[src/rtl/regxfer_pkg.sv]
// Shared types and helpers for the register-list transfer sequencer.
// Assumes an 8-bit register list and 16 architectural registers.
package regxfer_pkg;
    localparam int LIST_W    = 8;
    localparam int REG_IDX_W = 4;
    localparam int SP_IDX    = 13;
    localparam int LINK_IDX  = 14;
    localparam int PC_IDX    = 15;

    typedef enum logic [1:0] {K_PUSH, K_POP, K_STM, K_LDM} xfer_kind_e;
    typedef enum logic [1:0] {S_IDLE, S_XFER, S_TAIL, S_FIN} seq_state_e;

    typedef struct packed {
        logic              valid;
        xfer_kind_e        kind;
        logic [LIST_W-1:0] list;
        logic              extra;
        logic [2:0]        base_reg;
    } xfer_decode_t;

    // Number of set bits in a register list.
    function automatic logic [REG_IDX_W-1:0] count_ones(input logic [LIST_W-1:0] v);
        logic [REG_IDX_W-1:0] n;
        n = '0;
        for (int i = 0; i < LIST_W; i++) n = n + REG_IDX_W'(v[i]);
        return n;
    endfunction
endpackage

[src/rtl/regxfer_decode.sv]
// Instruction decoder and frame arithmetic.
// Purely combinational. Finds the operation kind, the total register count,
// the first beat address, the final writeback address and whether writeback
// is allowed. Assumes base_val is word aligned.
module regxfer_decode
    import regxfer_pkg::*;
#(
    parameter int DATA_W = 32
) (
    input  logic [15:0]          instr,
    input  logic [DATA_W-1:0]    base_val,
    output xfer_decode_t         dec,
    output logic [REG_IDX_W-1:0] total,
    output logic [DATA_W-1:0]    first_addr,
    output logic [DATA_W-1:0]    final_addr,
    output logic                 wb_ok,
    output logic [REG_IDX_W-1:0] wb_idx
);
    localparam int WORD_BYTES = DATA_W / 8;

    logic [DATA_W-1:0] span;

    // Field extraction for the two recognised encodings.
    always_comb begin
        dec = '0;
        if (instr[15:12] == 4'b1011 && instr[10:9] == 2'b10) begin
            dec.valid = 1'b1;
            dec.kind  = instr[11] ? K_POP : K_PUSH;
            dec.extra = instr[8];
            dec.list  = instr[7:0];
        end else if (instr[15:12] == 4'b1100) begin
            dec.valid    = 1'b1;
            dec.kind     = instr[11] ? K_LDM : K_STM;
            dec.base_reg = instr[10:8];
            dec.list     = instr[7:0];
        end
    end

    // Frame size, address bounds and writeback rules.
    always_comb begin
        total      = count_ones(dec.list) + REG_IDX_W'(dec.extra);
        span       = DATA_W'(total) * DATA_W'(WORD_BYTES);
        first_addr = (dec.kind == K_PUSH) ? base_val - span : base_val;
        final_addr = (dec.kind == K_PUSH) ? base_val - span : base_val + span;
        wb_ok      = dec.valid && (total != '0) &&
                     !(dec.kind == K_LDM && dec.list[dec.base_reg]);
        wb_idx     = (dec.kind == K_PUSH || dec.kind == K_POP) ?
                     REG_IDX_W'(SP_IDX) : REG_IDX_W'(dec.base_reg);
    end
endmodule

[src/rtl/regxfer_lowbit.sv]
// Lowest-set-bit finder.
// Returns the index of the lowest set bit in mask and whether any bit is set.
// Assumes W is a power of two of at least 2.
module regxfer_lowbit #(
    parameter int W = 8,
    localparam int IDX_W = $clog2(W)
) (
    input  logic [W-1:0]     mask,
    output logic [IDX_W-1:0] idx,
    output logic             any
);
    // Scan from the top so that the lowest set bit wins.
    always_comb begin
        idx = '0;
        for (int i = W - 1; i >= 0; i--) begin
            if (mask[i]) idx = IDX_W'(i);
        end
        any = |mask;
    end
endmodule

[src/rtl/regxfer_seq.sv]
// Register-list transfer sequencer (top).
// Accepts one push/pop/store-multiple/load-multiple instruction while idle.
// Issues one word beat per listed register in ascending order, then the
// optional extra register. Loads take one idle cycle after the last beat.
// Ends with a one-cycle done pulse carrying the writeback.
// Assumes rf_rdata is a same-cycle read of rf_raddr and that mem_rdata is
// valid whenever mem_ready is high.
module regxfer_seq
    import regxfer_pkg::*;
#(
    parameter int DATA_W = 32
) (
    input  logic                 clk,
    input  logic                 rst_n,
    input  logic                 start,
    input  logic [15:0]          instr,
    input  logic [DATA_W-1:0]    base_val,
    output logic                 busy,
    output logic                 done,
    output logic                 mem_req,
    input  logic                 mem_ready,
    output logic [DATA_W-1:0]    mem_addr,
    output logic                 mem_we,
    output logic                 mem_seq,
    output logic [DATA_W-1:0]    mem_wdata,
    input  logic [DATA_W-1:0]    mem_rdata,
    output logic [REG_IDX_W-1:0] rf_raddr,
    input  logic [DATA_W-1:0]    rf_rdata,
    output logic                 rf_we,
    output logic [REG_IDX_W-1:0] rf_waddr,
    output logic [DATA_W-1:0]    rf_wdata,
    output logic                 wb_en,
    output logic [REG_IDX_W-1:0] wb_addr,
    output logic [DATA_W-1:0]    wb_data,
    output logic                 refill
);
    localparam int WORD_BYTES = DATA_W / 8;
    localparam int LOW_W      = $clog2(LIST_W);

    xfer_decode_t         dec;
    logic [REG_IDX_W-1:0] total;
    logic [DATA_W-1:0]    first_addr, final_addr;
    logic                 wb_ok;
    logic [REG_IDX_W-1:0] wb_idx;

    seq_state_e           state_q;
    xfer_kind_e           kind_q;
    logic [LIST_W-1:0]    mask_q;
    logic                 extra_q, first_q, wb_ok_q, refill_q;
    logic [DATA_W-1:0]    addr_q, final_q;
    logic [REG_IDX_W-1:0] wb_idx_q;

    logic [LOW_W-1:0]     lo_idx;
    logic                 lo_any;
    logic [REG_IDX_W-1:0] cur_idx;
    logic                 is_load, is_stack, in_xfer, last_beat, accept, beat_ok;

    regxfer_decode #(.DATA_W(DATA_W)) u_decode (
        .instr      (instr),
        .base_val   (base_val),
        .dec        (dec),
        .total      (total),
        .first_addr (first_addr),
        .final_addr (final_addr),
        .wb_ok      (wb_ok),
        .wb_idx     (wb_idx)
    );

    regxfer_lowbit #(.W(LIST_W)) u_lowbit (
        .mask (mask_q),
        .idx  (lo_idx),
        .any  (lo_any)
    );

    // Current-beat selection and interface drive.
    always_comb begin
        is_load   = (kind_q == K_POP) || (kind_q == K_LDM);
        is_stack  = (kind_q == K_POP) || (kind_q == K_PUSH);
        in_xfer   = (state_q == S_XFER);
        cur_idx   = lo_any ? REG_IDX_W'(lo_idx) :
                    (kind_q == K_PUSH ? REG_IDX_W'(LINK_IDX) : REG_IDX_W'(PC_IDX));
        last_beat = lo_any ? (((mask_q & (mask_q - 1'b1)) == '0) && !extra_q) : 1'b1;
        accept    = (state_q == S_IDLE) && start && dec.valid;
        beat_ok   = in_xfer && mem_ready;

        busy      = (state_q != S_IDLE);
        done      = (state_q == S_FIN);
        mem_req   = in_xfer;
        mem_addr  = addr_q;
        mem_we    = in_xfer && !is_load;
        mem_seq   = in_xfer && is_stack && lo_any && !first_q;
        mem_wdata = mem_we ? rf_rdata : '0;
        rf_raddr  = cur_idx;
        rf_we     = beat_ok && is_load;
        rf_waddr  = cur_idx;
        rf_wdata  = mem_rdata;
        wb_en     = done && wb_ok_q;
        wb_addr   = wb_idx_q;
        wb_data   = final_q;
        refill    = done && refill_q;
    end

    // Sequencer state: acceptance, beat advance, tail and finish.
    always_ff @(posedge clk) begin
        if (!rst_n) begin
            state_q  <= S_IDLE;
            kind_q   <= K_PUSH;
            mask_q   <= '0;
            extra_q  <= 1'b0;
            first_q  <= 1'b0;
            wb_ok_q  <= 1'b0;
            refill_q <= 1'b0;
            addr_q   <= '0;
            final_q  <= '0;
            wb_idx_q <= '0;
        end else begin
            case (state_q)
                S_IDLE: begin
                    if (accept) begin
                        kind_q   <= dec.kind;
                        mask_q   <= dec.list;
                        extra_q  <= dec.extra;
                        first_q  <= 1'b1;
                        addr_q   <= first_addr;
                        final_q  <= final_addr;
                        wb_ok_q  <= wb_ok;
                        wb_idx_q <= wb_idx;
                        refill_q <= (dec.kind == K_POP) && dec.extra;
                        state_q  <= (total == '0) ? S_FIN : S_XFER;
                    end
                end
                S_XFER: begin
                    if (beat_ok) begin
                        addr_q  <= addr_q + DATA_W'(WORD_BYTES);
                        first_q <= 1'b0;
                        if (lo_any) mask_q  <= mask_q & (mask_q - 1'b1);
                        else        extra_q <= 1'b0;
                        if (last_beat) state_q <= is_load ? S_TAIL : S_FIN;
                    end
                end
                S_TAIL:  state_q <= S_FIN;
                default: state_q <= S_IDLE;
            endcase
        end
    end
endmodule

[config.mk]
export PLATFORM = sky130hd
export DESIGN_NAME = regxfer_seq
export DESIGN_NICKNAME = d
export VERILOG_FILES = /design/src/rtl/regxfer_pkg.sv /design/src/rtl/regxfer_decode.sv /design/src/rtl/regxfer_lowbit.sv /design/src/rtl/regxfer_seq.sv
export SDC_FILE = /design/constraint.sdc
export NUM_CORES = 1
export LEC_CHECK = 0
export ABC_AREA = 1
export BUFFER_PORTS_ARGS = -buffer_cell sky130_fd_sc_hd__buf_4
export CORE_ASPECT_RATIO = 0.5
export CORE_MARGIN = 4
export CORE_UTILIZATION = 45
export DETAILED_ROUTE_END_ITERATION = 16
export GPL_ROUTABILITY_DRIVEN = 0
export HOLD_SLACK_MARGIN = 0.12
export PLACE_DENSITY = 0.83
export SLEW_MARGIN = 15
export SYNTH_ARGS = -nofsm -noshare
export SYNTH_HDL_FRONTEND = slang
export SYNTH_SLANG_ARGS = --single-unit
[constraint.sdc]
create_clock -name clk -period 16.42 [get_ports clk]
set_input_delay 3.284 -clock clk [delete_from_list [all_inputs] [get_ports clk]]
set_output_delay 3.284 -clock clk [all_outputs]
set_load 0.03 [all_outputs]
## Word-level counts from Yosys, hierarchy flattened

Index checks and enable logic that the tools add are counted.

| storage, ports and cells | value |
|---|---|
| output and inout port bits | 148 |
| register bits after elaboration | 84 |

| cells by class | value |
|---|---|
| equal/unequal tests | 15 |
| bitwise logic cells | 1 |
| muxes and demuxes | 44 |
| order comparisons | 1 |
| reductions and logical operators | 37 |
| $add $sub $neg | 12 |

Operators by type and width:

| operator | count |
|---|---|
| 32-bit two-way mux | 5 |
| 32-bit one-hot mux with 2 select lines | 1 |
| 32-bit by 3-bit adder with 32-bit output (second input constant) | 1 |
| 32-bit by 6-bit adder with 32-bit output | 1 |
| 32-bit by 6-bit subtractor with 32-bit output | 1 |
| 3-bit two-way mux | 10 |
| 4-bit by 1-bit adder with 4-bit output | 7 |
| 8-bit two-way mux | 3 |
| 11-bit two-way mux | 2 |
| 1-bit logical AND | 16 |
| 8-bit one-hot mux with 2 select lines | 1 |
| 1-bit two-way mux | 12 |
| 2-bit equality test (second input constant) | 5 |
| 8-bit bitwise AND | 1 |
| 4-bit equality test (second input constant) | 2 |
| 8-bit logical NOT | 1 |
| 2-bit two-way mux | 4 |
| 4-bit two-way mux | 2 |
| 4-bit AND reduction | 2 |
| 8-bit OR reduction | 1 |
| 8-bit by 1-bit subtractor with 8-bit output (second input constant) | 1 |
| 2-bit by 1-bit equality test with 1-bit output (second input constant) | 3 |
| 2-bit logical NOT | 3 |
| 2-bit by 1-bit inequality test with 1-bit output (second input constant) | 3 |
| other kinds (13) | 22 |

## Depth between registers and ports, before layout

Gate-level depths: netlist (run 1).

| depth | value |
|---|---|
| depth in word-level cells | 15 |
| gate-level depth with buffers | 33 |

## Modules after synthesis

Synthesis (run 1) repeated with hierarchy kept, for this count alone.

| second synthesis, totals | value |
|---|---|
| cells, all modules | 1404 |
| area total of the unflattened synthesis | 8076.5 µm² |

By module, submodules not included:

| module | instances | area an instance (µm²) | cells each |
|---|---|---|---|
| regxfer_seq | 1 | 4983.5 | 802 |
| regxfer_decode | 1 | 2994.1 | 580 |
| regxfer_lowbit | 1 | 98.8 | 22 |

## Least setup slack after synthesis (run 1)

No wires, ideal clock.

| timing path | value |
|---|---|
| kind | input to register |
| from | in instr[14] |
| to | reg final_q[17] (netlist: wb_data[17]) |
| setup time | 0.115 ns |
| arrival time | 7.825 ns |
| path buffers | 1 |
| path slack | 8.480 ns |
| stages | 30 |
| path through | inv_1 > nand2_1 > nor2_1 > nand2_1 > nand2_4 > buf_4 > inv_1 > nor2_1 > ha_1 > fa_1 > inv_1 > fa_1 > fa_1 > inv_1 > ha_1 > inv_1 > fa_1 > xor2_1 > ha_1 > inv_2 > a21oi_2 > nand2_1 > nand2_1 > nand2_2 > nor2_4 > nand2_1 > nand3_1 > nand3_1 > o21ai_0 > inv_1 |

| on the way | value |
|---|---|
| word-level cells in the longest chain between the ends | 13 |

Ends and longest elaborated chain:

| element | line | RTL |
|---|---|---|
| start, declared | regxfer_seq.sv:16 | `input logic [15:0] instr,` |
| 4-bit equality test, on equally long branches | regxfer_decode.sv:31, regxfer_decode.sv:26 |  |
| 11-bit two-way mux / 1-bit logical AND (equally long branches) | regxfer_decode.sv:31, regxfer_decode.sv:26 |  |
| 11-bit two-way mux | regxfer_decode.sv:26 | `if (instr[15:12] == 4'b1011 && instr[10:9] == 2'b10) begin` |
| 1-bit by 1-bit adder with 2-bit output | regxfer_pkg.sv:25 | `for (int i = 0; i < LIST_W; i++) n = n + REG_IDX_W'(v[i]);` |
| 4-bit by 1-bit adder with 4-bit output (6 in series) | regxfer_pkg.sv:25 |  |
| 4-bit by 1-bit adder with 4-bit output | regxfer_decode.sv:41 | `total = count_ones(dec.list) + REG_IDX_W'(dec.extra);` |
| 32-bit by 6-bit adder with 32-bit output / 32-bit by 6-bit subtractor with 32-bit output (equally long branches) | regxfer_decode.sv:44 | `final_addr = (dec.kind == K_PUSH) ? base_val - span : base_val + span;` |
| 32-bit two-way mux | regxfer_decode.sv:44 |  |
| end signal, assigned | regxfer_seq.sv:125 | `final_q <= final_addr;` |
| end, declared | regxfer_seq.sv:50 | `logic [DATA_W-1:0] addr_q, final_q;` |

Several ways; a longest one is shown, not always the timed one.
A chain may end at the register's enable or synchronous reset.

## Worst setup path after layout (run 1)

| timing path | value |
|---|---|
| from | in instr[14] |
| to | reg addr_q[31] (netlist: mem_addr[31]) |

| on the way | value |
|---|---|
| word-level cells in the longest chain between the ends | 15 |

Ends and longest elaborated chain:

| element | line | RTL |
|---|---|---|
| 4-bit equality test, on equally long branches | regxfer_decode.sv:31, regxfer_decode.sv:26 |  |
| 11-bit two-way mux / 1-bit logical AND (equally long branches) | regxfer_decode.sv:31, regxfer_decode.sv:26 |  |
| 11-bit two-way mux | regxfer_decode.sv:26 |  |
| 1-bit by 1-bit adder with 2-bit output | regxfer_pkg.sv:25 |  |
| 4-bit by 1-bit adder with 4-bit output (6 in series) | regxfer_pkg.sv:25 |  |
| 4-bit by 1-bit adder with 4-bit output | regxfer_decode.sv:41 |  |
| 32-bit by 6-bit subtractor with 32-bit output | regxfer_decode.sv:43 | `first_addr = (dec.kind == K_PUSH) ? base_val - span : base_val;` |
| 32-bit two-way mux | regxfer_decode.sv:43 |  |
| 32-bit two-way mux | regxfer_seq.sv:119 | `if (accept) begin` |
| 32-bit one-hot mux with 2 select lines | regxfer_seq.sv:117 | `case (state_q)` |
| end signal, assigned | regxfer_seq.sv:124 | `addr_q <= first_addr;` |
| end signal, assigned | regxfer_seq.sv:134 | `addr_q <= addr_q + DATA_W'(WORD_BYTES);` |
| end, declared | regxfer_seq.sv:50 |  |

Several ways; a longest one is shown, not always the timed one. The select of a mux whose other input is x is not followed.

==> results of run 1 <==
==> power by group through the flow <==
stage	combinational (mW)	clock, mW	sequential [mW]
final	0.701	0.224	0.303
after global routing	0.761	0.234	0.310
after CTS	0.698	0.224	0.301
after detailed placement	0.696	0	0.305
after global placement	0.686	0	0.304
after floorplan	0.451	0	0.354
==> cell families after synthesis <==
logic type | Yosys count
xor gates and xnor gates | 17
adders and majority gates | 28
AOI/OAI and AO/OA | 201
buffers and inverters | 282
DFF | 84
and+or+nand+nor | 724
==> per-stage QoR <==
step / setup slack [ns] / cell area, um^2 / utilization [%] / std cells
after floorplan: 8.48 / 7860 / - / 1336
after global placement: 7.95 / 9140 / 54.5 / 1680
after detailed placement: 7.80 / 9140 / 54.5 / 1680
after CTS: 8.15 / 9450 / 56.4 / 1695
after global routing: 7.66 / 9450 / 56.4 / 1695
final: 8.08 / 9450 / 56.4 / 1695
==> synthesized netlist by cell type, types with 4 or more instances <==
cell	count
sky130_fd_sc_hd__a21oi_1	70
sky130_fd_sc_hd__nand4_1	23
sky130_fd_sc_hd__inv_1	189
sky130_fd_sc_hd__nand3_2	5
sky130_fd_sc_hd__o21ai_0	83
sky130_fd_sc_hd__nand2_1	305
sky130_fd_sc_hd__buf_2	20
sky130_fd_sc_hd__nand3b_1	4
sky130_fd_sc_hd__a31oi_1	9
sky130_fd_sc_hd__nor2_1	203
sky130_fd_sc_hd__dfxtp_1	84
sky130_fd_sc_hd__ha_1	21
sky130_fd_sc_hd__xnor2_1	4
sky130_fd_sc_hd__nor2_4	13
sky130_fd_sc_hd__nor2_2	7
sky130_fd_sc_hd__o21ai_1	10
sky130_fd_sc_hd__fa_1	7
sky130_fd_sc_hd__o211ai_1	15
sky130_fd_sc_hd__clkbuf_1	17
sky130_fd_sc_hd__nand2_2	15
sky130_fd_sc_hd__inv_2	6
sky130_fd_sc_hd__nand3_1	109
sky130_fd_sc_hd__nor3_1	23
sky130_fd_sc_hd__buf_4	44
sky130_fd_sc_hd__xor2_1	13
==> registers in the layout (all words and copies together) (netlist names) <==
register  count
extra_q       1
mem_addr     32
state_q       2
first_q       1
mask_q        8
kind_q        2
wb_ok_q       1
wb_addr       4
refill_q      1
wb_data      32
==> worst min-delay path, cell delays in order, from the launching register on <==
cell,delay [ns]
sky130_fd_sc_hd__dfxtp_1,0.31
sky130_fd_sc_hd__nand2_1,0.06
sky130_fd_sc_hd__a21oi_1,0.05
==> routing by layer <==
| metal | wire length, um | up-vias | GRT usage [%] |
|---|---|---|---|
| met4 | 1090 | 0 | 11.4 |
| met3 | 2980 | 109 | 6.08 |
| li1 | - | 4467 | - |
| met5 | 0 | - | 0 |
| met1 | 10600 | 4166 | 32.9 |
| met2 | 12900 | 559 | 45.5 |
==> area by class of cell <==
cell class / count / area share [%]
clock inverter: 6 / 0.940
multi-input combinational: 970 / 51.9
sequential: 84 / 17.8
inverter: 195 / 7.74
clock buffer: 9 / 2.38
tap: 227 / 3.01
timing repair buffer: 204 / 16.2
==> worst paths after layout <==
kind	endpoint	slack (ns)
worst min-delay path	first_q	0.47
worst min register to register	first_q	0.47
worst max register to register	mem_addr[18]	12.88
worst max-delay path	mem_addr[31]	8.08
==> flow_results.xml, run 1 <==
<?xml version="1.0" encoding="UTF-8"?>
<metrics>
  <group name="clock_tree">
    <metric name="cts_buffers" unit="">9</metric>
    <metric name="tritoncts" unit="">done</metric>
    <metric name="cts.clk_slew.worst_paths" unit="ns">0.07</metric>
    <metric name="clk_path_buf_depth" unit="">2</metric>
    <metric name="worst_skew_pair.late_latency" unit="ns">0.35</metric>
    <metric name="cts-root-buf" unit="">sky130_fd_sc_hd__clkbuf_16</metric>
    <metric name="cts_sinks" unit="">84</metric>
    <metric name="cts_max_level" unit="">3</metric>
    <metric name="post_cts.resized_instances" unit="">0</metric>
    <metric name="cts_setup_buffers" unit="">0</metric>
    <metric name="hold_buffers" unit="">0</metric>
  </group>
  <group name="pwr">
    <metric name="power_switching" unit="mW">0.624</metric>
    <metric name="total_power" unit="mW">1.23</metric>
    <metric name="vdd_ir_drop_max" unit="mV">0.0864</metric>
    <metric name="pwr-share-seq" unit="%">24.7</metric>
    <metric name="comb_power_share" unit="%">57.1</metric>
    <metric name="power.share.switching" unit="%">50.8</metric>
    <metric name="total_leakage_power" unit="nW">4.70</metric>
    <metric name="p_per_area" unit="mW/mm^2">130</metric>
    <metric name="pint" unit="mW">0.604</metric>
    <metric name="clock_power_share" unit="%">18.3</metric>
  </group>
  <group name="final_layout">
    <metric name="mostFrequentLayoutCells" unit="">sky130_fd_sc_hd__nand2_1, sky130_fd_sc_hd__buf_4, sky130_fd_sc_hd__nor2_1</metric>
    <metric name="fillerInstances" unit="">1642</metric>
    <metric name="num-nets-final" unit="">1608</metric>
    <metric name="multi_input_area" unit="mm^2">0.00491</metric>
    <metric name="n_antenna_cell" unit="">0</metric>
    <metric name="final_common_cell" unit="">sky130_fd_sc_hd__nand2_1</metric>
    <metric name="area.sequential" unit="mm^2">0.00168</metric>
    <metric name="fraction_of_layout_cells_with_a_size_suffix_above_1" unit="%">19.3</metric>
    <metric name="layout-area-overhead-vs-synth" unit="%">20.2</metric>
  </group>
  <group name="synth">
    <metric name="synth_flop_cell" unit="">sky130_fd_sc_hd__dfxtp_1</metric>
    <metric name="unique_masters_post_synth" unit="">48</metric>
    <metric name="yosys_register_bits" unit="">84</metric>
    <metric name="synth-xor-area-share" unit="%">1.89</metric>
    <metric name="synthArstFlopShare" unit="%">0</metric>
    <metric name="yosys.area.top_type_share" unit="%">21.4</metric>
    <metric name="syn-mean-instance-area" unit="um^2">5.89</metric>
    <metric name="synthCells" unit="">1336</metric>
    <metric name="synth_enable_flop_cells" unit="">0</metric>
    <metric name="synth_warnings" unit="">0</metric>
    <metric name="synth.area.top_cells" unit="">sky130_fd_sc_hd__dfxtp_1, sky130_fd_sc_hd__nand2_1, sky130_fd_sc_hd__nor2_1</metric>
    <metric name="yosys.area.top_type" unit="">sky130_fd_sc_hd__dfxtp_1</metric>
    <metric name="synth_compound_gate_area_share" unit="%">14.1</metric>
    <metric name="syn_nets" unit="">1480</metric>
    <metric name="ys_seq_area_share" unit="%">21.4</metric>
    <metric name="synth.mux.area_fraction" unit="%">0</metric>
    <metric name="synth_fa_ha_area_share" unit="%">5.12</metric>
    <metric name="post_synth_and_or_nand_nor_area_fraction" unit="%">41.3</metric>
    <metric name="synth_top_family_by_area" unit="">simple AND/OR/NAND/NOR gates</metric>
    <metric name="synth_area" unit="mm^2">0.00786</metric>
  </group>
  <group name="setup_path">
    <metric name="r2r_start" unit="">state_q[1]</metric>
    <metric name="critical-path-top-delay-family" unit="">adder cells</metric>
    <metric name="critical-path-slowest-cell" unit="">sky130_fd_sc_hd__fa_1</metric>
    <metric name="worst_path_largest_cell_delay" unit="ns">0.55</metric>
    <metric name="critPathArrivalTime" unit="ns">8.60</metric>
    <metric name="critical_path_buf_inv_count" unit="">8</metric>
    <metric name="cp_data_required_time" unit="ns">16.67</metric>
    <metric name="timing.critical_path.mode_cell" unit="">sky130_fd_sc_hd__nand2_1</metric>
    <metric name="crit_type" unit="">in -&gt; reg</metric>
    <metric name="endpoint_kind" unit="">register</metric>
    <metric name="worst_r2r_path_depth" unit="">12</metric>
    <metric name="startpoint" unit="">instr[14]</metric>
    <metric name="worstSetupPathDepth" unit="">32</metric>
    <metric name="worstSetupStartpointType" unit="">primary input</metric>
    <metric name="cp_max_fo" unit="">12</metric>
  </group>
  <group name="hold_path">
    <metric name="worstHoldPathType" unit="">reg -&gt; reg</metric>
    <metric name="worstHoldStart" unit="">first_q</metric>
    <metric name="holdPathStages" unit="">2</metric>
  </group>
  <group name="floorplanning">
    <metric name="die_h" unit="um">101</metric>
    <metric name="fp.dieArea" unit="mm^2">0.0198</metric>
    <metric name="num_rows" unit="">33</metric>
    <metric name="floorplan.initialDensity" unit="%">46.9</metric>
    <metric name="io-pin-count" unit="">264</metric>
    <metric name="die_width" unit="um">195</metric>
    <metric name="placeable_core_region" unit="mm^2">0.0168</metric>
  </group>
  <group name="detailed_routing">
    <metric name="drc" unit="">0</metric>
    <metric name="drt_first_iter_violations" unit="">1109</metric>
    <metric name="final_ant_viol_nets" unit="">0</metric>
    <metric name="routed_wirelength" unit="um">27500</metric>
    <metric name="wl_per_cell" unit="um">16.3</metric>
    <metric name="detailroute.via_count" unit="">9301</metric>
    <metric name="detail_route.vias_per_cell" unit="">5.49</metric>
    <metric name="firstDrtPassIters" unit="">6</metric>
  </group>
  <group name="sta">
    <metric name="slew_viol_final" unit="">0</metric>
    <metric name="finClkSkew" unit="ns">0.00543</metric>
    <metric name="max_slew_margin" unit="%">22.3</metric>
    <metric name="fmax" unit="GHz">0.120</metric>
    <metric name="final-setup-viol-count" unit="">0</metric>
    <metric name="fin_tns_setup" unit="ns">0</metric>
    <metric name="rsz0062_at_grt" unit="">no</metric>
    <metric name="hold_viol" unit="">0</metric>
    <metric name="crit_path_time_final" unit="ns">8.34</metric>
    <metric name="fin_crit_sh" unit="%">50.8</metric>
    <metric name="worst_case_hold_slack" unit="ns">0.471</metric>
    <metric name="timing_worst_slew_pin_value" unit="ns">1.16</metric>
  </group>
  <group name="grt">
    <metric name="grt_antenna_before_repair" unit="">0</metric>
    <metric name="global_route_total_overflow" unit="">0</metric>
    <metric name="grt_use_total" unit="%">26.7</metric>
    <metric name="grt_pass1_vias" unit="">8692</metric>
    <metric name="grt_start_max_net_pins" unit="">66</metric>
    <metric name="global_route_wire_length_before_repair" unit="um">43800</metric>
  </group>
  <group name="status">
    <metric name="outcome" unit="">finished clean</metric>
  </group>
  <group name="placed_design">
    <metric name="detailedPlacementHpwl" unit="um">21000</metric>
    <metric name="number_of_buffers_added_on_ports" unit="">199</metric>
  </group>
  <group name="run">
    <metric name="cap_violations" unit="">0</metric>
  </group>
</metrics>
No activity file was read; power rests on OpenSTA's default activity.
==> inputs of run 2 (changes only) <==
- ABC_AREA: 1 -> 0
- PLACE_DENSITY: 0.83 -> 0.87
- clock period: 16.42 -> 6.7 ns (I/O delays scaled with it)
==> run 2 against run 1 <==
Against the previous run:
- synthesized area is 13% lower
- register-to-register slack lost 9.9 ns
- critical path type unchanged
- via count fell by 16%
- setup slack lost 7.9 ns
- critical path depth is 8 lower
- total power increased by 50%
- global-route usage rose by 0.086 points
- synthesized cell count fell by 32%
- utilization increased by 2.8 points
- hold slack lost 0.017 ns
- sequential share of layout area is 1.5 points higher
- cell area is 7.9% lower
==> flow_results.xml, run 2 <==
<?xml version="1.0" encoding="UTF-8"?>
<metrics>
  <group name="setup_path">
    <metric name="r2r_slack" unit="ns">3.01</metric>
    <metric name="critPathArrivalTime" unit="ns">6.72</metric>
    <metric name="endpoint_kind" unit="">register</metric>
    <metric name="worst_r2r_path_depth" unit="">9</metric>
    <metric name="cp_max_fo" unit="">9</metric>
    <metric name="cp_data_required_time" unit="ns">6.93</metric>
    <metric name="crit_type" unit="">in -&gt; reg</metric>
    <metric name="worstSetupStartpointType" unit="">primary input</metric>
  </group>
  <group name="pwr">
    <metric name="comb_power_share" unit="%">40.7</metric>
    <metric name="pint" unit="mW">1.11</metric>
    <metric name="clock_power_share" unit="%">28.4</metric>
    <metric name="pwr-share-seq" unit="%">30.9</metric>
    <metric name="power_switching" unit="mW">0.736</metric>
    <metric name="vdd_ir_drop_max" unit="mV">0.145</metric>
    <metric name="total_leakage_power" unit="nW">3.44</metric>
    <metric name="p_per_area" unit="mW/mm^2">212</metric>
    <metric name="power.share.switching" unit="%">40.0</metric>
  </group>
  <group name="floorplanning">
    <metric name="floorplan.initialDensity" unit="%">46.7</metric>
    <metric name="die_width" unit="um">183</metric>
    <metric name="placeable_core_region" unit="mm^2">0.0147</metric>
    <metric name="num_rows" unit="">31</metric>
    <metric name="die_h" unit="um">95.3</metric>
    <metric name="io-pin-count" unit="">264</metric>
    <metric name="fp.dieArea" unit="mm^2">0.0174</metric>
  </group>
  <group name="detailed_routing">
    <metric name="drc" unit="">0</metric>
    <metric name="final_ant_viol_nets" unit="">0</metric>
    <metric name="firstDrtPassIters" unit="">5</metric>
    <metric name="wl_per_cell" unit="um">19.6</metric>
    <metric name="drt_first_iter_violations" unit="">884</metric>
    <metric name="detailroute.via_count" unit="">7787</metric>
    <metric name="routed_wirelength" unit="um">24400</metric>
    <metric name="detail_route.vias_per_cell" unit="">6.25</metric>
  </group>
  <group name="synth">
    <metric name="unique_masters_post_synth" unit="">80</metric>
    <metric name="synthArstFlopShare" unit="%">0</metric>
    <metric name="ys_top_cells_by_count" unit="">sky130_fd_sc_hd__dfxtp_1, sky130_fd_sc_hd__nand2_1, sky130_fd_sc_hd__a21oi_1, sky130_fd_sc_hd__nand3_1, sky130_fd_sc_hd__nor2_1</metric>
    <metric name="syn_nets" unit="">1051</metric>
    <metric name="syn-mean-instance-area" unit="um^2">7.57</metric>
    <metric name="post-synth-top-count-cell" unit="">sky130_fd_sc_hd__dfxtp_1</metric>
    <metric name="synth_warnings" unit="">0</metric>
    <metric name="yosys_register_bits" unit="">84</metric>
    <metric name="yosys.area.top_type_share" unit="%">24.5</metric>
    <metric name="synth_enable_flop_cells" unit="">0</metric>
    <metric name="synth_area" unit="mm^2">0.00687</metric>
    <metric name="synth.area.top_cells" unit="">sky130_fd_sc_hd__dfxtp_1, sky130_fd_sc_hd__a21oi_1, sky130_fd_sc_hd__nand3_1</metric>
    <metric name="synthCells" unit="">907</metric>
    <metric name="yosys.area.top_type" unit="">sky130_fd_sc_hd__dfxtp_1</metric>
    <metric name="ys_seq_area_share" unit="%">24.5</metric>
    <metric name="synth_flop_cell" unit="">sky130_fd_sc_hd__dfxtp_1</metric>
  </group>
  <group name="sta">
    <metric name="final-setup-viol-count" unit="">0</metric>
    <metric name="fin_crit_sh" unit="%">96.9</metric>
    <metric name="fin_tns_setup" unit="ns">0</metric>
    <metric name="fmax" unit="GHz">0.154</metric>
    <metric name="slew_viol_final" unit="">0</metric>
    <metric name="timing_worst_slew_pin_value" unit="ns">1.10</metric>
    <metric name="hold_viol" unit="">0</metric>
    <metric name="max_slew_margin" unit="%">25.7</metric>
    <metric name="finClkSkew" unit="ns">0.00485</metric>
    <metric name="crit_path_time_final" unit="ns">6.49</metric>
  </group>
  <group name="grt">
    <metric name="grt_use_total" unit="%">26.7</metric>
    <metric name="grt_pass1_vias" unit="">7544</metric>
    <metric name="grt_use_met2" unit="%">47.2</metric>
    <metric name="globalRouteMet3Util" unit="%">5.60</metric>
    <metric name="global_route_wire_length_before_repair" unit="um">38200</metric>
    <metric name="global_route_total_overflow" unit="">0</metric>
    <metric name="grt_start_max_net_pins" unit="">68</metric>
    <metric name="grt_antenna_before_repair" unit="">0</metric>
    <metric name="grt_most_used_layer" unit="">met2</metric>
    <metric name="met1_usage" unit="%">32.6</metric>
  </group>
  <group name="clock_tree">
    <metric name="cts_max_level" unit="">3</metric>
    <metric name="cts_buffers" unit="">9</metric>
    <metric name="cts_setup_buffers" unit="">0</metric>
    <metric name="clk_path_buf_depth" unit="">2</metric>
    <metric name="hold_buffers" unit="">0</metric>
    <metric name="tritoncts" unit="">done</metric>
    <metric name="cts_sinks" unit="">84</metric>
    <metric name="cts-root-buf" unit="">sky130_fd_sc_hd__clkbuf_16</metric>
    <metric name="worst_skew_pair.late_latency" unit="ns">0.35</metric>
    <metric name="cts.clk_slew.worst_paths" unit="ns">0.06</metric>
  </group>
  <group name="final_layout">
    <metric name="fillerInstances" unit="">1293</metric>
    <metric name="multi_input_area" unit="mm^2">0.00462</metric>
    <metric name="layout.core_utilization" unit="%">59.2</metric>
    <metric name="n_antenna_cell" unit="">0</metric>
    <metric name="area.sequential" unit="mm^2">0.00168</metric>
    <metric name="num-nets-final" unit="">1186</metric>
    <metric name="final_common_cell" unit="">sky130_fd_sc_hd__buf_4</metric>
    <metric name="mostFrequentLayoutCells" unit="">sky130_fd_sc_hd__buf_4, sky130_fd_sc_hd__dfxtp_1, sky130_fd_sc_hd__nand2_1</metric>
    <metric name="layout-area-overhead-vs-synth" unit="%">26.7</metric>
    <metric name="fraction_of_layout_cells_with_a_size_suffix_above_1" unit="%">27.9</metric>
    <metric name="final_cell_area" unit="mm^2">0.00870</metric>
  </group>
  <group name="hold_path">
    <metric name="holdPathStages" unit="">2</metric>
    <metric name="worstHoldPathType" unit="">reg -&gt; reg</metric>
  </group>
  <group name="run">
    <metric name="cap_violations" unit="">0</metric>
  </group>
  <group name="status">
    <metric name="outcome" unit="">finished clean</metric>
  </group>
  <group name="placed_design">
    <metric name="number_of_buffers_added_on_ports" unit="">199</metric>
    <metric name="placedInstanceArea" unit="mm^2">0.00832</metric>
    <metric name="detailedPlacementHpwl" unit="um">18300</metric>
  </group>
</metrics>
==> run 2: cell count changes after synthesis, sizes merged, moves of 15 or more <==
cell	delta
nand2	-242
nor2	-173
inv	-164
nand3	-50
o21ai	-49
and2	+38
nor4	+30
clkbuf	+28
or3	+23
and3	+15
==> run 2: cell families (layout without fill, tap and decap cells) <==
| group | after synthesis | count (layout) | share of synthesized area (%) |
|---|---|---|---|
| DFF | 84 | 84 | 24.5 |
| AOI/OAI and AO/OA | 222 | 222 | 21.3 |
| buffers and inverters | 134 | 274 | 9.80 |
| adders and majority gates | 29 | 29 | 6.01 |
| muxes | 6 | 6 | 0.893 |
| xor gates and xnor gates | 32 | 32 | 4.08 |
| and+or+nand+nor | 400 | 400 | 33.5 |
==> run 2: power by group through the flow <==
stage	Clock [mW]	Sequential (mW)	Combinational (mW)
3_3_place_gp	0	0.577	0.727
5_1_grt	0.539	0.573	0.804
3_5_place_dp	0	0.579	0.736
6_report	0.522	0.569	0.750
4_1_cts	0.524	0.568	0.741
2_1_floorplan	0	0.615	0.467
==> run 2: layout make-up <==
| class | instances | share of cell area, % |
|---|---|---|
| clock buffers | 13 | 2.99 |
| clock inverters | 3 | 0.518 |
| repair buffers | 227 | 19.9 |
| inverters | 31 | 1.37 |
| multi-input cells | 689 | 53.1 |
| well taps | 198 | 2.85 |
| flip-flops and latches | 84 | 19.3 |
==> run 2: path summary, 6_finish.rpt <==
path	startpoint	end
setup / recovery	instr[14]	wb_data[31]
hold / removal	wb_addr[1]	wb_addr[1]
setup reg to reg	state_q[0]	mem_addr[17]
hold reg to reg	wb_addr[1]	wb_addr[1]
==> run 2: metal layers <==
metal / part of all wire [%] / vias up
met4: 2.8 / 0
met1: 40 / 3694
met5: 0 / -
li1: - / 3571
met2: 48 / 439
met3: 9.1 / 83
==> run 2: repair_timing <==
action                                  CTS  global route
gates resized for setup                   1            18
pin swaps                                 0             3
endpoints found under the setup margin    3            45
gates cloned                              0             0
==> run 2: metrics by stage <==
step	hold slack, ns	setup WS, ns	instances	total power, mW
2_1_floorplan	0.427	0.00681	907	1.08
3_3_place_gp	0.441	-0.0903	1229	1.30
3_5_place_dp	0.444	-0.324	1229	1.32
4_1_cts	0.458	0.0597	1245	1.83
5_1_grt	0.491	-0.0501	1245	1.92
6_report	0.454	0.206	1245	1.84
==> run 2: worst max-delay path, cell delays in order <==
cell and delay, ns:
sky130_fd_sc_hd__buf_4 0.12, sky130_fd_sc_hd__nor3b_2 0.15, sky130_fd_sc_hd__buf_4 0.14, sky130_fd_sc_hd__a21oi_4 0.15, sky130_fd_sc_hd__nor2_4 0.07, sky130_fd_sc_hd__and2_1 0.17
sky130_fd_sc_hd__ha_1 0.32, sky130_fd_sc_hd__fa_1 0.53, sky130_fd_sc_hd__inv_1 0.05, sky130_fd_sc_hd__fa_1 0.46, sky130_fd_sc_hd__fa_1 0.48, sky130_fd_sc_hd__inv_1 0.08
sky130_fd_sc_hd__ha_1 0.17, sky130_fd_sc_hd__inv_1 0.08, sky130_fd_sc_hd__fa_2 0.59, sky130_fd_sc_hd__inv_4 0.07, sky130_fd_sc_hd__ha_4 0.28, sky130_fd_sc_hd__or2_2 0.13
sky130_fd_sc_hd__a221oi_4 0.07, sky130_fd_sc_hd__buf_12 0.16, sky130_fd_sc_hd__or3_4 0.43, sky130_fd_sc_hd__nor4_1 0.42, sky130_fd_sc_hd__a211o_1 0.17, sky130_fd_sc_hd__o211ai_1 0.08
